`config.mk`:
```
export PLATFORM = sky130hd
export DESIGN_NAME = bsmac_array
export DESIGN_NICKNAME = d
export VERILOG_FILES = /design/src/rtl/bsmac_pkg.sv /design/src/rtl/bsmac_feed.sv /design/src/rtl/bsmac_csa_row.sv /design/src/rtl/bsmac_cpa_seg.sv /design/src/rtl/bsmac_array.sv
export SDC_FILE = /design/constraint.sdc
export NUM_CORES = 1
export LEC_CHECK = 0
export BUFFER_PORTS_ARGS = -buffer_cell sky130_fd_sc_hd__buf_2
export CAP_MARGIN = 40
export CORE_AREA = 2 2 188 190
export DETAILED_ROUTE_END_ITERATION = 10
export DIE_AREA = 0 0 190 192
export GPL_TIMING_DRIVEN = 1
export PLACE_DENSITY = 0.69
export SLEW_MARGIN = 20
export SYNTH_ARGS = -nofsm -noshare
export SYNTH_HDL_FRONTEND = slang
export SYNTH_SLANG_ARGS = --single-unit
```
`constraint.sdc`:
```
create_clock -name clk -period 1.85 [get_ports clk]
set_clock_uncertainty 0.2 [all_clocks]
set_input_delay 0.185 -clock clk [delete_from_list [all_inputs] [get_ports clk]]
set_output_delay 0.185 -clock clk [all_outputs]
set_load 0.02 [all_outputs]
```
`src/rtl/bsmac_pkg.sv`:
```
package bsmac_pkg;

  typedef enum logic {
    ROUTE_RESULT  = 1'b0,
    ROUTE_FORWARD = 1'b1
  } route_e;

  function automatic int unsigned ceil_div(input int unsigned num, input int unsigned den);
    return (num + den - 1) / den;
  endfunction

endpackage

```
`src/rtl/bsmac_feed.sv`:
```
// Entry stage: picks the accumulate source and skews the multiplier bits.
module bsmac_feed #(
  parameter int unsigned M = 8,
  parameter int unsigned W = 20
) (
  input  logic         clk,
  input  logic         rst_n,
  input  logic         v_i,
  input  logic [M-1:0] coef_i,
  input  logic [M-1:0] mult_i,
  input  logic [W-1:0] psum_i,
  input  logic         acc_zero_i,
  input  logic         dest_i,
  output logic         v_o,
  output logic [W-1:0] s_o,
  output logic [W-1:0] c_o,
  output logic [M-1:0] coef_o,
  output logic         dest_o,
  output logic [M-1:0] xskew_o
);

  logic [W-1:0] s_d;
  logic [W-1:0] c_d;

  // accumulate-source multiplexer: the sum vector is seeded, carry starts empty
  always_comb begin
    s_d = acc_zero_i ? '0 : psum_i;
    c_d = '0;
  end

  always_ff @(posedge clk or negedge rst_n) begin
    if (!rst_n) v_o <= 1'b0;
    else        v_o <= v_i;
  end

  always_ff @(posedge clk) begin
    if (v_i) begin
      s_o    <= s_d;
      c_o    <= c_d;
      coef_o <= coef_i;
      dest_o <= dest_i;
    end
  end

  // multiplier bit j waits j+1 registers so it meets row j
  for (genvar j = 0; j < int'(M); j++) begin : g_skew
    logic [j:0] line_q;
    if (j == 0) begin : g_first
      always_ff @(posedge clk) line_q <= mult_i[j];
    end else begin : g_rest
      always_ff @(posedge clk) line_q <= {line_q[j-1:0], mult_i[j]};
    end
    assign xskew_o[j] = line_q[j];
  end

endmodule

```
`src/rtl/bsmac_csa_row.sv`:
```
// One carry-save row: AND partial products into registered full adders.
module bsmac_csa_row #(
  parameter int unsigned M   = 8,
  parameter int unsigned W   = 20,
  parameter int unsigned ROW = 0
) (
  input  logic         clk,
  input  logic         rst_n,
  input  logic         v_i,
  input  logic [W-1:0] s_i,
  input  logic [W-1:0] c_i,
  input  logic [M-1:0] coef_i,
  input  logic         xbit_i,
  input  logic         dest_i,
  output logic         v_o,
  output logic [W-1:0] s_o,
  output logic [W-1:0] c_o,
  output logic [M-1:0] coef_o,
  output logic         dest_o
);

  logic [W-1:0] pp;
  logic [W-1:0] s_d;
  logic [W-1:0] c_d;

  always_comb begin
    pp       = W'(coef_i & {M{xbit_i}}) << ROW;
    s_d      = s_i ^ c_i ^ pp;
    c_d[0]   = 1'b0;
    c_d[W-1:1] = (s_i[W-2:0] & c_i[W-2:0]) |
                 (s_i[W-2:0] & pp[W-2:0])  |
                 (c_i[W-2:0] & pp[W-2:0]);
  end

  always_ff @(posedge clk or negedge rst_n) begin
    if (!rst_n) v_o <= 1'b0;
    else        v_o <= v_i;
  end

  always_ff @(posedge clk) begin
    if (v_i) begin
      s_o    <= s_d;
      c_o    <= c_d;
      coef_o <= coef_i;
      dest_o <= dest_i;
    end
  end

  // redundant value of the row output equals input plus partial products
  assert_row_value_R8: assert property (@(posedge clk) disable iff (!rst_n)
    v_o |-> ((s_o + c_o) == $past(s_i + c_i + pp)));

endmodule

```
`src/rtl/bsmac_cpa_seg.sv`:
```
// One carry-propagate segment: resolves SW bits, hands its carry onward.
module bsmac_cpa_seg #(
  parameter int unsigned W  = 20,
  parameter int unsigned LO = 0,
  parameter int unsigned SW = 8
) (
  input  logic         clk,
  input  logic         rst_n,
  input  logic         v_i,
  input  logic [W-1:0] s_i,
  input  logic [W-1:0] c_i,
  input  logic         cin_i,
  input  logic         dest_i,
  output logic         v_o,
  output logic [W-1:0] s_o,
  output logic [W-1:0] c_o,
  output logic         cout_o,
  output logic         dest_o
);

  localparam int unsigned HI = LO + SW;

  logic [SW:0]  add;
  logic [W-1:0] s_d;
  logic [W-1:0] c_d;

  always_comb begin
    add = {1'b0, s_i[LO +: SW]} + {1'b0, c_i[LO +: SW]} + {{SW{1'b0}}, cin_i};
    s_d = s_i;
    c_d = c_i;
    s_d[LO +: SW] = add[SW-1:0];
    c_d[LO +: SW] = '0;
  end

  always_ff @(posedge clk or negedge rst_n) begin
    if (!rst_n) v_o <= 1'b0;
    else        v_o <= v_i;
  end

  always_ff @(posedge clk) begin
    if (v_i) begin
      s_o    <= s_d;
      c_o    <= c_d;
      cout_o <= add[SW];
      dest_o <= dest_i;
    end
  end

  // the total value survives each resolution step (mod 2^W)
  assert_seg_value_R9: assert property (@(posedge clk) disable iff (!rst_n)
    v_o |-> ((s_o + c_o + ({{(W-1){1'b0}}, cout_o} << HI)) ==
             $past(s_i + c_i + ({{(W-1){1'b0}}, cin_i} << LO))));

endmodule

```
`src/rtl/bsmac_array.sv`:
```
module bsmac_array
  import bsmac_pkg::*;
#(
  parameter int unsigned M     = 8,
  parameter int unsigned G     = 4,
  parameter int unsigned SEG_W = 8,
  localparam int unsigned W    = 2 * M + G
) (
  input  logic         clk,
  input  logic         rst_n,
  input  logic         in_valid,
  input  logic [M-1:0] in_coef,
  input  logic [M-1:0] in_mult,
  input  logic [W-1:0] in_psum,
  input  logic         in_acc_zero,
  input  logic         in_dest,
  output logic         res_valid,
  output logic [W-1:0] res_data,
  output logic         fwd_valid,
  output logic [W-1:0] fwd_data
);

  localparam int unsigned NSEG = ceil_div(W, SEG_W);
  localparam int unsigned LAST = M + NSEG;

  // reset: asserted at once, released on the clock
  logic [1:0] rst_sync_q;
  logic       rst_int_n;

  always_ff @(posedge clk or negedge rst_n) begin
    if (!rst_n) rst_sync_q <= 2'b00;
    else        rst_sync_q <= {rst_sync_q[0], 1'b1};
  end
  assign rst_int_n = rst_sync_q[1];

  // stage k holds data that has passed k+1 registers
  logic         v_p    [0:LAST];
  logic [W-1:0] s_p    [0:LAST];
  logic [W-1:0] c_p    [0:LAST];
  logic         dest_p [0:LAST];
  logic [M-1:0] coef_p [0:M];
  logic [M-1:0] xskew;
  logic         carry  [0:NSEG];
  logic [M-1:0] coef_tail_unused;
  logic         carry_top_unused;

  bsmac_feed #(.M(M), .W(W)) u_feed (
    .clk       (clk),
    .rst_n     (rst_int_n),
    .v_i       (in_valid),
    .coef_i    (in_coef),
    .mult_i    (in_mult),
    .psum_i    (in_psum),
    .acc_zero_i(in_acc_zero),
    .dest_i    (in_dest),
    .v_o       (v_p[0]),
    .s_o       (s_p[0]),
    .c_o       (c_p[0]),
    .coef_o    (coef_p[0]),
    .dest_o    (dest_p[0]),
    .xskew_o   (xskew)
  );

  for (genvar r = 0; r < int'(M); r++) begin : g_row
    bsmac_csa_row #(.M(M), .W(W), .ROW(r)) u_row (
      .clk   (clk),
      .rst_n (rst_int_n),
      .v_i   (v_p[r]),
      .s_i   (s_p[r]),
      .c_i   (c_p[r]),
      .coef_i(coef_p[r]),
      .xbit_i(xskew[r]),
      .dest_i(dest_p[r]),
      .v_o   (v_p[r+1]),
      .s_o   (s_p[r+1]),
      .c_o   (c_p[r+1]),
      .coef_o(coef_p[r+1]),
      .dest_o(dest_p[r+1])
    );
  end
  assign coef_tail_unused = coef_p[M];

  assign carry[0] = 1'b0;
  for (genvar s = 0; s < int'(NSEG); s++) begin : g_seg
    localparam int unsigned LO = s * SEG_W;
    localparam int unsigned SW = (W - LO < SEG_W) ? (W - LO) : SEG_W;
    bsmac_cpa_seg #(.W(W), .LO(LO), .SW(SW)) u_seg (
      .clk   (clk),
      .rst_n (rst_int_n),
      .v_i   (v_p[M+s]),
      .s_i   (s_p[M+s]),
      .c_i   (c_p[M+s]),
      .cin_i (carry[s]),
      .dest_i(dest_p[M+s]),
      .v_o   (v_p[M+s+1]),
      .s_o   (s_p[M+s+1]),
      .c_o   (c_p[M+s+1]),
      .cout_o(carry[s+1]),
      .dest_o(dest_p[M+s+1])
    );
  end
  assign carry_top_unused = carry[NSEG];

  // output demultiplexer
  logic         res_valid_d, fwd_valid_d;
  logic [W-1:0] res_data_d,  fwd_data_d;

  always_comb begin
    res_valid_d = v_p[LAST] && (route_e'(dest_p[LAST]) == ROUTE_RESULT);
    fwd_valid_d = v_p[LAST] && (route_e'(dest_p[LAST]) == ROUTE_FORWARD);
    res_data_d  = res_valid_d ? s_p[LAST] : '0;
    fwd_data_d  = fwd_valid_d ? s_p[LAST] : '0;
  end

  always_ff @(posedge clk or negedge rst_int_n) begin
    if (!rst_int_n) begin
      res_valid <= 1'b0;
      fwd_valid <= 1'b0;
      res_data  <= '0;
      fwd_data  <= '0;
    end else begin
      res_valid <= res_valid_d;
      fwd_valid <= fwd_valid_d;
      res_data  <= res_data_d;
      fwd_data  <= fwd_data_d;
    end
  end

  // a result goes to one destination only
  assert_one_route_R4: assert property (@(posedge clk) disable iff (!rst_int_n)
    $onehot0({res_valid, fwd_valid}));

  // quiet buses when not valid
  assert_res_quiet_R5: assert property (@(posedge clk) disable iff (!rst_int_n)
    !res_valid |-> (res_data == '0));
  assert_fwd_quiet_R5: assert property (@(posedge clk) disable iff (!rst_int_n)
    !fwd_valid |-> (fwd_data == '0));

endmodule

```
# After elaboration in Yosys (flattened, before gate mapping)
# Cells that the tools add are included.
# totals
register_bits	578
output_inout_bits	42
# op_classes
addsub	5
mux	2
n_bitwise	60
n_reduce_logical	2
# ops
operator	n
19-bit bitwise AND	22
20-bit bitwise XOR	15
19-bit bitwise OR	14
8-bit bitwise AND	8
20-bit two-way mux	2
8-bit by 8-bit adder with 9-bit output	2
9-bit by 1-bit adder with 9-bit output	1
4-bit by 1-bit adder with 4-bit output	1
4-bit adder	1
1-bit logical AND	2
1-bit NOT	1

# Depth between registers and ports, before layout
# Gate-level depths: netlist of the first run.
# logic_depth
word_depth	4
mapped_depth	6
mapped_depth_nobuf	6

# Hierarchy
# From an unflattened synthesis of the first run, not the netlist that was laid out.
# hier_totals
cells_unflattened	1337
area_unflattened_um2	23251.0
# by_module_without_submodules
module	n_inst	cells_per_inst	area_per_inst_um2	seq_area_each_um2
bsmac_csa_row	8	112	1939.4	1466.4
bsmac_cpa_seg (g_seg[0].u_seg ...)	2	84	1441.4	1046.0
bsmac_feed	1	117	2048.2	1616.6
bsmac_array	1	96	1461.4	1101.1
bsmac_cpa_seg (g_seg[2].u_seg)	1	60	1343.8	1166.1

# Least setup slack after synthesis of the first run
# Ideal clock, no wire load.
# synth_timing
path_kind	reg-to-reg
from	reg g_seg[0].u_seg.c_o[8]
to	reg g_seg[1].u_seg.cout_o, data pin
setup_ns	0.263
arrival_time_ns	1.386
t_required_ns	1.387
setup_slack_ns	0.001
path_stages_with_launch	7
path_buffers	0
path_cell_list	edfxtp_1 -> ha_1 -> fa_1 -> a21oi_1 -> nor2_1 -> nor2_1 -> o21ai_0
# synth_between
elab_chain_cells	2
# synth_rtl
item	line_no	text
from (decl)	bsmac_cpa_seg.sv:16	output logic [W-1:0] c_o,
from (signal assigned)	bsmac_cpa_seg.sv:43	c_o <= c_d;
8-bit by 8-bit adder with 9-bit output	bsmac_cpa_seg.sv:28	add = {1'b0, s_i[LO +: SW]} + {1'b0, c_i[LO +: SW]} + {{SW{1'b0}}, cin_i};
9-bit by 1-bit adder with 9-bit output	bsmac_cpa_seg.sv:28	
net g_seg[1].u_seg.add[8]	bsmac_cpa_seg.sv:23	logic [SW:0] add;
to (signal assigned)	bsmac_cpa_seg.sv:44	cout_o <= add[SW];
to (decl)	bsmac_cpa_seg.sv:17	output logic cout_o,
# The timed path passes the listed nets, and every way through them passes these cells.
# A chain may end at the register's enable or synchronous reset.

# Worst setup path after layout of the first run
# layout_timing
from	reg g_seg[0].u_seg.c_o[12]
to	reg g_seg[1].u_seg.s_o[15], data pin
# layout_between
elab_chain_cells	2
# layout_rtl
item	line_no	text
8-bit by 8-bit adder with 9-bit output	bsmac_cpa_seg.sv:28	
9-bit by 1-bit adder with 9-bit output	bsmac_cpa_seg.sv:28	
net g_seg[1].u_seg.add[7]	bsmac_cpa_seg.sv:23	
to (signal assigned)	bsmac_cpa_seg.sv:42	s_o <= s_d;
to (decl)	bsmac_cpa_seg.sv:15	output logic [W-1:0] s_o,
# The timed path passes the listed nets, and every way through them passes these cells.

==> results_dict.tcl, run 1 <==
set metrics [dict create \
    status "complete, but fails checks" \
    violations "setup timing" \
    die_w_um 190 \
    ant_nets 0 \
    leakagePower_nw 8.58 \
    firstDrtPassIters 4 \
    cp.buffers_inverters 0 \
    rsz0062_at_grt "true" \
    setup_ws_ns -0.0471 \
    wl_mm 18.4 \
    port-buffer-count 82 \
    powerDensity_mw_per_mm2 1160 \
    final_nets 1273 \
    ys_warn_count 0 \
    arrival_ns 1.97 \
    endpoint_kind "flip-flop" \
    grt_pass1_wl_mm 32.4 \
    ir_worst_vdd_uv 916 \
    dp_hpwl_mm 11.5 \
    overflow 0 \
    antenna_found_initial 0 \
    ys_seq_area_share_pct 81.5 \
    fin_crit_sh_pct 103 \
    die_area_mm2 0.0365 \
    power_mw 23.5 \
    path_common_cell "a21o_1" \
    numCtsBuffers 45 \
    fmax_mhz 527 \
    drive_gt1_share_pct 15.8 \
    area_growth_pct 19.4 \
    worst_pin_slew_ns 0.653 \
    synthCells 958 \
    die_y_um 192 \
    worstSkewPairLatency_ns 0.54 \
    cts_root_buffer "clkbuf_16" \
    synthesis.area_mm2 0.0169 \
    finalSetupViolCount 6 \
    coreArea_mm2 0.0343 \
    hold_slack_ns 0.0488 \
    drtIter0Drc 261 \
    grt_max_degree 39 \
    routabilityCongestion 0.745 \
    slowest_stage "edfxtp_1" \
    initial_core_util_pct 49.4 \
    critPathMaxStageDelay_ns 0.43 \
    finalCriticalPeriod_ns 1.90 \
    diodes 0 \
    yosys_register_bits 481 \
    postSynthAreaPerCell_um2 17.7 \
    hp-class "flip-flop to async pin" \
    cts.clk_slew.worst_paths_ns 0.06 \
    cp.required_ns 1.92 \
    cts_buffer_depth 3 \
    worstPathCellList "ha_4 -> a21o_1 -> a21o_1 -> a221oi_2 -> nand2_1" \
    h-tree-depth 2 \
    cp_top_family "compound AO/OA/AOI/OAI gates" \
    drcViolationCount 0 \
    startpoint_type "flip-flop" \
    synthesis.nets 1074 \
    max-slew-margin-rel_pct 56.4 \
    cts_tree "done" \
    fin_util_pct 59.0 \
    grt.total_usage_pct 10.9 \
    cp_max_fo 6 \
    crit_type "flip-flop to flip-flop" \
    viasPerCell 4.30 \
    boundaryPins 83 \
    drv_slew 0 \
    grt_pass1_vias 7459 \
    drv_cap 0 \
    yosys.cell_types.count 27 \
    rows 68 \
    wire_per_inst_um 11.2 \
    finalHoldViolCount 0 \
    clock_sinks 481 \
    vias 7087 \
]
cell usage after synthesis:
master / count / area (um^2)
dfxtp_1: 36 / 721
o21ai_0: 1 / 5.00
xnor2_1: 3 / 26.3
nor2b_1: 23 / 144
nor4_1: 1 / 6.26
mux2i_1: 1 / 10.0
ha_1: 18 / 225
nand2_1: 59 / 221
conb_1: 1 / 3.75
inv_1: 226 / 848
fa_1: 57 / 1140
nor2_1: 2 / 7.51
inv_2: 1 / 3.75
a21oi_1: 5 / 25.0
a311o_1: 2 / 20.0
and3_1: 20 / 125
edfxtp_1: 389 / 11700
a221oi_1: 1 / 8.76
nand3_1: 3 / 15.0
nor3_1: 2 / 10.0
clkbuf_1: 15 / 56.3
xor2_1: 3 / 26.3
dfrtp_1: 56 / 1400
and2_1: 29 / 181
a2111oi_0: 1 / 8.76
a21o_1: 2 / 15.0
o21bai_1: 1 / 7.51
placed cells by master (no fill, tap or decap), drive strengths merged:
master / instances
a311o: 2
dlygate4sd3: 61
o21bai: 1
xnor2: 3
a21o: 2
nor4: 1
nand3: 3
nor2b: 23
o21ai: 1
a2111oi: 1
dfrtp: 56
bufinv: 2
conb: 1
xor2: 3
inv: 228
clkinvlp: 1
and3: 20
nor3: 2
a21oi: 5
ha: 18
dfxtp: 36
mux2i: 1
nand2: 59
buf: 106
fa: 57
and2: 29
nor2: 2
clkbuf: 67
a221oi: 1
edfxtp: 389
clkinv: 12
worst paths after layout:
kind                                             startpoint                                  to  depth (start not counted)  slack, ns
setup reg to reg           g_seg[0].u_seg.c_o[12]$_DFFE_PP_    g_seg[1].u_seg.s_o[15]$_DFFE_PP_                          5      -0.05
hold / removal                      rst_sync_q[1]$_DFF_PN0_               res_data[1]$_DFF_PN0_                          1       0.05
hold reg to reg                     rst_sync_q[1]$_DFF_PN0_               res_data[1]$_DFF_PN0_                          1       0.05
max in group asynchronous           rst_sync_q[1]$_DFF_PN0_              res_data[13]$_DFF_PN0_                          1       0.34
min in group clk                                 in_mult[5]  u_feed.g_skew[5].line_q[0]$_DFF_P_                          2       0.08
setup / recovery           g_seg[0].u_seg.c_o[12]$_DFFE_PP_    g_seg[1].u_seg.s_o[15]$_DFFE_PP_                          5      -0.05
worst register-to-register path, stage by stage (launching register included):
cell and delay (ns):
edfxtp_1 0.43, ha_4 0.30, a21o_1 0.19, a21o_1 0.20, a221oi_2 0.24, nand2_1 0.08
power by group:
| part | switching [mW] | leakage (nW) | internal (mW) | total (mW) |
|---|---|---|---|---|
| registers | 0.264 | 4.85 | 12.9 | 13.1 |
| clock network | 3.59 | 0.719 | 5.19 | 8.77 |
| logic | 0.931 | 3.01 | 0.686 | 1.62 |
state kept, by name (all words and copies together), names as in the netlist, 2 cells and up:
signal                flops
g_seg.u_seg.c_o           8
g_seg.u_seg.s_o          60
g_row.u_row.coef_o       56
g_seg.u_seg.v_o           3
g_seg.u_seg.dest_o        3
u_feed.coef_o             8
g_row.u_row.c_o          64
u_feed.g_skew.line_q     36
u_feed.s_o               20
fwd_data                 20
g_row.u_row.s_o         160
g_row.u_row.v_o           8
res_data                 20
rst_sync_q                2
g_row.u_row.dest_o        8
cells by family (layout without fill, tap and decap cells):
kind of cell | count (synthesis) | after routing | share of synthesized area, %
XOR/XNOR | 6 | 6 | 0.310
buffers and inverters | 242 | 477 | 5.36
flip-flops | 481 | 481 | 81.5
AND/OR/NAND/NOR | 139 | 139 | 4.19
multiplexers | 1 | 1 | 0.0591
other | 1 | 1 | 0.0221
adder cells (fa/ha/maj) | 75 | 75 | 8.06
AO/OA/AOI/OAI | 13 | 13 | 0.532
through the flow:
stage                     cells  area [um^2]  setup WS [ns]  setup TNS [ns]
final                      1648        20200        -0.0471          -0.105
after floorplan             958        16900        0.00106               0
after detailed placement   1499        18000         -0.140          -0.470
after global placement     1498        18000        -0.0938          -0.180
after global routing       1648        20200         -0.115          -0.475
after CTS                  1646        20200        -0.0273         -0.0459
timing repair:
| item | CTS | global route |
|---|---|---|
| pin swaps | 4 | 12 |
| endpoints found under the hold margin | 86 | 0 |
| setup buffers | 3 | 2 |
| hold buffers | 61 | 0 |
| gates resized for setup | 11 | 5 |
| setup endpoints to repair | 5 | 5 |
layout make-up:
cell class                 instances  area, um^2
clock buffer                      67        1310
clock inverter                    16         138
fill                            2520       14100
inverter                         227         855
multi-input combinational        235        2320
sequential                       481       13800
tap                              455         569
timing repair buffer             167        1240
per-layer routing:
metal	vias up	share of wire, %	GRT usage [%]
met5	-	0	0
met4	0	3.0	4.71
met3	47	5.4	2.78
met2	151	55	21.4
met1	3348	37	10.9
li1	3541	-	-
(Power assumes the default switching activity.)
==> run 2, diff against run 1 <==
Settings changed: PLACE_DENSITY 0.69 to 0.66.
Clock period 1.85 ns to 1.9 ns, I/O delays scaled along.
==> run 2 against run 1 <==
Critical path depth unchanged; worst setup slack better by 0.086 ns; largest cell class unchanged; cell count about the same; critical path type unchanged; register-to-register slack improved by 0.09 ns; the flow now finishes without violations.
==> results_dict.tcl, run 2 (synthesis results as in run 1) <==
set metrics [dict create \
    status "completed" \
    most-common-layout-cells "389 x edfxtp_1, 226 x inv_1, 82 x buf_2" \
    boundaryPins 83 \
    rows 68 \
    crit_type "flip-flop to flip-flop" \
    die_y_um 192 \
    h-tree-depth 2 \
    finalSetupViolCount 0 \
    cts_buffer_depth 3 \
    powerDensity_mw_per_mm2 1170 \
    stdcell_count 1649 \
    rr_worst_depth 5 \
    fin_crit_sh_pct 98.0 \
    routabilityCongestion 0.760 \
    max-slew-margin-rel_pct 56.8 \
    place_area_mm2 0.0180 \
    overflow 0 \
    ant_nets 0 \
    drtIter0Drc 297 \
    antenna_found_initial 0 \
    power_mw 23.8 \
    viasPerCell 4.29 \
    grtUsageMet1_pct 10.6 \
    rsz0062_at_grt "false" \
    clock_sinks 481 \
    startpoint_type "flip-flop" \
    largest_reg_flops 160 \
    grt_use_met2_pct 21.3 \
    cp_max_fo 4 \
    dp.cells 1498 \
    ir_worst_vdd_uv 763 \
    dp_hpwl_mm 11.4 \
    final_nets 1271 \
    wl_mm 18.1 \
    cp.required_ns 1.98 \
    coreArea_mm2 0.0343 \
    die_area_mm2 0.0365 \
    grt.total_usage_pct 10.8 \
    cts.clk_slew.worst_paths_ns 0.06 \
    grt_pass1_vias 7321 \
    firstDrtPassIters 4 \
    cts_tree "done" \
    tns_ns 0 \
    cts_root_buffer "clkbuf_16" \
    area_growth_pct 20.3 \
    die_w_um 190 \
    arrival_ns 1.94 \
    gr-usage-met3_pct 2.61 \
    hp-class "flip-flop to async pin" \
    endpoint_kind "flip-flop" \
    mostFrequentLayoutCell "edfxtp_1" \
    drcViolationCount 0 \
    diodes 0 \
    numCtsBuffers 47 \
    worst_pin_slew_ns 0.646 \
    leakagePower_nw 8.66 \
    port-buffer-count 82 \
    reg_top3 "g_row.u_row.s_o: 160 flops, g_row.u_row.c_o: 64 flops, g_seg.u_seg.s_o: 60 flops" \
    grt-busiest-layer "met2" \
    drv_slew 0 \
    grt_max_degree 39 \
    initial_core_util_pct 49.4 \
    top_register "g_row.u_row.s_o" \
    drive_gt1_share_pct 16.1 \
    wire_per_inst_um 11.0 \
    finalCriticalPeriod_ns 1.86 \
    vias 7067 \
    worstSkewPairLatency_ns 0.55 \
    finalHoldViolCount 0 \
    stdcell_area_mm2 0.0204 \
    fmax_mhz 537 \
    drv_cap 0 \
    grt_pass1_wl_mm 32.0 \
]
[run 2: layout make-up]
type	count	area [um^2]
Clock inverter	19	213
Clock buffer	69	1460
Fill cell	2456	13900
Multi-Input combinational cell	235	2310
Timing Repair Buffer	163	1180
Tap cell	455	569
Sequential cell	481	13800
Inverter	227	852
[run 2: final timing paths]
path,startpoint,end,slack [ns]
setup / recovery,g_seg[0].u_seg.c_o[10]$_DFFE_PP_,g_seg[1].u_seg.s_o[13]$_DFFE_PP_,0.04
hold / removal,rst_sync_q[1]$_DFF_PN0_,fwd_data[16]$_DFF_PN0_,0.05
setup reg to reg,g_seg[0].u_seg.c_o[10]$_DFFE_PP_,g_seg[1].u_seg.s_o[13]$_DFFE_PP_,0.04
hold reg to reg,rst_sync_q[1]$_DFF_PN0_,fwd_data[16]$_DFF_PN0_,0.05
max in group asynchronous,rst_sync_q[1]$_DFF_PN0_,res_data[9]$_DFF_PN0_,0.39
min in group clk,in_mult[0],u_feed.g_skew[0].line_q$_DFF_P_,0.07
[run 2: where the power goes]
part	total, mW	internal (mW)	switching [mW]
registers	12.8	12.5	0.248
logic	1.52	0.640	0.878
clock network	9.55	5.89	3.65
total	23.8	19.1	4.78
[run 2: routing by layer]
layer  vias up  wire [um]
li1       3541          -
met1      3341       6520
met2       139      10100
met3        46        895
met4         0        620
met5         -          0
[run 2: what timing repair did]
action                                 CTS  global route
gates resized for setup                  6             9
endpoints found under the hold margin   85             0
setup buffers                            0             2
hold buffers                            61             0
pin swaps                                2             7
setup endpoints to repair                4             4
[run 2: per-stage QoR]
stage / util [%] / hold slack [ns] / setup WS [ns]
CTS: 59.3 / 0.0389 / 0.00260
global placement: 52.5 / -0.224 / -0.0514
global route: 59.5 / 0.0603 / 0.00660
finish: 59.5 / 0.0469 / 0.0385
floorplan: - / -0.306 / 0.0255
detailed placement: 52.5 / -0.221 / -0.0947
[run 2: worst max-delay path: stages, from the launching register on]
cell      delay (ns)
edfxtp_1        0.41
ha_4            0.29
a21oi_4         0.16
a21oi_2         0.08
buf_4           0.13
a311o_1         0.34
==> run 3, diff against run 2 <==
Clock period 1.9 ns to 2.25 ns, I/O delays scaled along.
==> run 3 against run 2 <==
Combinational power shrank 21%; utilization is 1.0 points lower; hold slack better by 0.0047 ns; clock power is 25% lower; largest power group unchanged.
==> results_dict.tcl, run 3 (synthesis results as in run 1) <==
set metrics [dict create \
    status "completed" \
    slowest_stage "fa_1" \
    routabilityCongestion 0.772 \
    fin_crit_sh_pct 89.4 \
    max-slew-margin-rel_pct 57.5 \
    cp_max_fo 2 \
    worstSetupStartpoint "g_seg[0].u_seg.c_o[8]$_DFFE_PP_" \
    regArea_mm2 0.0138 \
    hp-class "flip-flop to async pin" \
    ant_nets 0 \
    antenna_found_initial 0 \
    largest_reg_flops 160 \
    mostFrequentLayoutCell "edfxtp_1" \
    tns_ns 0 \
    numCtsBuffers 46 \
    reg_top3 "g_row.u_row.s_o: 160 flops, g_row.u_row.c_o: 64 flops, g_seg.u_seg.s_o: 60 flops" \
    boundaryPins 83 \
    area_growth_pct 18.2 \
    initial_core_util_pct 49.4 \
    viasPerCell 4.30 \
    port-buffer-count 82 \
    drv_slew 0 \
    path_common_cell "nor2_1" \
    drcViolationCount 0 \
    overflow 0 \
    finalSetupViolCount 0 \
    startpoint_type "flip-flop" \
    cp.buffers_inverters 0 \
    place_ws_ns 0.243 \
    leakagePower_nw 8.51 \
    endpoint_kind "flip-flop" \
    multi_input_area_mm2 0.00223 \
    grt_max_degree 55 \
    top_register "g_row.u_row.s_o" \
    firstDrtPassIters 4 \
    arrival_ns 2.09 \
    num-fill-cells 2543 \
    die_w_um 190 \
    drv_cap 0 \
    rsz0062_at_grt "false" \
    cts.clk_slew.worst_paths_ns 0.06 \
    final_nets 1264 \
    powerDensity_mw_per_mm2 954 \
    cts_root_buffer "clkbuf_16" \
    rows 68 \
    die_y_um 192 \
    rr_worst_depth 6 \
    setup_ws_ns 0.238 \
    crit_type "flip-flop to flip-flop" \
    most-common-layout-cells "389 x edfxtp_1, 226 x inv_1, 82 x buf_2" \
    cp.required_ns 2.33 \
    die_area_mm2 0.0365 \
    rr_startpoint "g_seg[0].u_seg.c_o[8]$_DFFE_PP_" \
    worstSkewPairLatency_ns 0.54 \
    drtIter0Drc 227 \
    critical_path_cell_count 6 \
    grt_pass1_vias 7300 \
    finalCriticalPeriod_ns 2.01 \
    cts_tree "done" \
    fmax_mhz 497 \
    grt.total_usage_pct 10.6 \
    worst_pin_slew_ns 0.638 \
    critPathMaxStageDelay_ns 0.41 \
    grt_pass1_wl_mm 31.6 \
    ir_worst_vdd_uv 830 \
    ff2ff_setup_slack_ns 0.24 \
    cts_buffer_depth 3 \
    cp_top_family "adder cells" \
    finalHoldViolCount 0 \
    drive_gt1_share_pct 13.9 \
    vias 7045 \
    wl_mm 18.0 \
    h-tree-depth 2 \
    dp_hpwl_mm 11.4 \
    rr_endpoint "g_seg[1].u_seg.cout_o$_DFFE_PP_" \
    worstPathCellList "ha_1 -> fa_1 -> a21oi_1 -> nor2_1 -> nor2_1 -> o21ai_0" \
    coreArea_mm2 0.0343 \
    wire_per_inst_um 11.0 \
    clock_sinks 481 \
    diodes 0 \
]
run 3: through the flow:
stage	instance area, um^2	cells	utilization, %	total power, mW	hold WS [ns]
2_1_floorplan	16900	958	-	11.7	-0.271
3_3_place_gp	18000	1494	52.5	12.1	-0.188
3_5_place_dp	18000	1495	52.5	12.1	-0.186
4_1_cts	20000	1639	58.4	19.4	0.0720
5_1_grt	20000	1639	58.4	20.1	0.0941
6_report	20000	1639	58.4	19.1	0.0516
run 3: where the power goes:
part / total, mW / internal [mW] / switching (mW) / leakage, nW
clock network: 7.13 / 4.19 / 2.94 / 0.713
logic: 1.20 / 0.488 / 0.716 / 2.95
registers: 10.8 / 10.6 / 0.208 / 4.85
run 3: worst register-to-register path, cell delays in order (launching register included):
cell and delay, ns:
edfxtp_1 0.37, ha_1 0.23, fa_1 0.41, a21oi_1 0.22
nor2_1 0.06, nor2_1 0.16, o21ai_0 0.11
run 3: cell type report:
| class | instances | area share (%) |
|---|---|---|
| Inverter | 227 | 4.25 |
| Tap cell | 455 | 2.84 |
| Sequential cell | 481 | 68.9 |
| Multi-Input combinational cell | 235 | 11.1 |
| Clock inverter | 15 | 0.375 |
| Clock buffer | 69 | 6.81 |
| Timing Repair Buffer | 157 | 5.67 |
run 3: routing by layer:
layer | track usage (%) | vias to the layer above | wire length, um
met4 | 4.29 | 0 | 605
li1 | - | 3522 | -
met2 | 20.7 | 154 | 9910
met5 | 0 | - | 0
met3 | 3.03 | 55 | 1060
met1 | 10.4 | 3314 | 6460
run 3: worst max path at each step:
stage | slack (ns) | endpoint
2_1_floorplan | 0.38 | fwd_data[0]$_DFF_PN0_
3_3_place_gp | 0.28 | g_seg[1].u_seg.cout_o$_DFFE_PP_
3_5_place_dp | 0.24 | g_seg[1].u_seg.cout_o$_DFFE_PP_
4_1_cts | 0.23 | g_seg[1].u_seg.cout_o$_DFFE_PP_
5_1_grt | 0.13 | g_seg[1].u_seg.cout_o$_DFFE_PP_
6_report | 0.24 | g_seg[1].u_seg.cout_o$_DFFE_PP_
run 3: timing repair:
| action | 4_1_cts | 5_1_grt |
|---|---|---|
| hold endpoints to repair | 40 | 0 |
| buffers inserted | 0 | 0 |
| hold buffers | 60 | 0 |
| endpoints found under the setup margin | 0 | 0 |
| gates resized for setup | 0 | 0 |
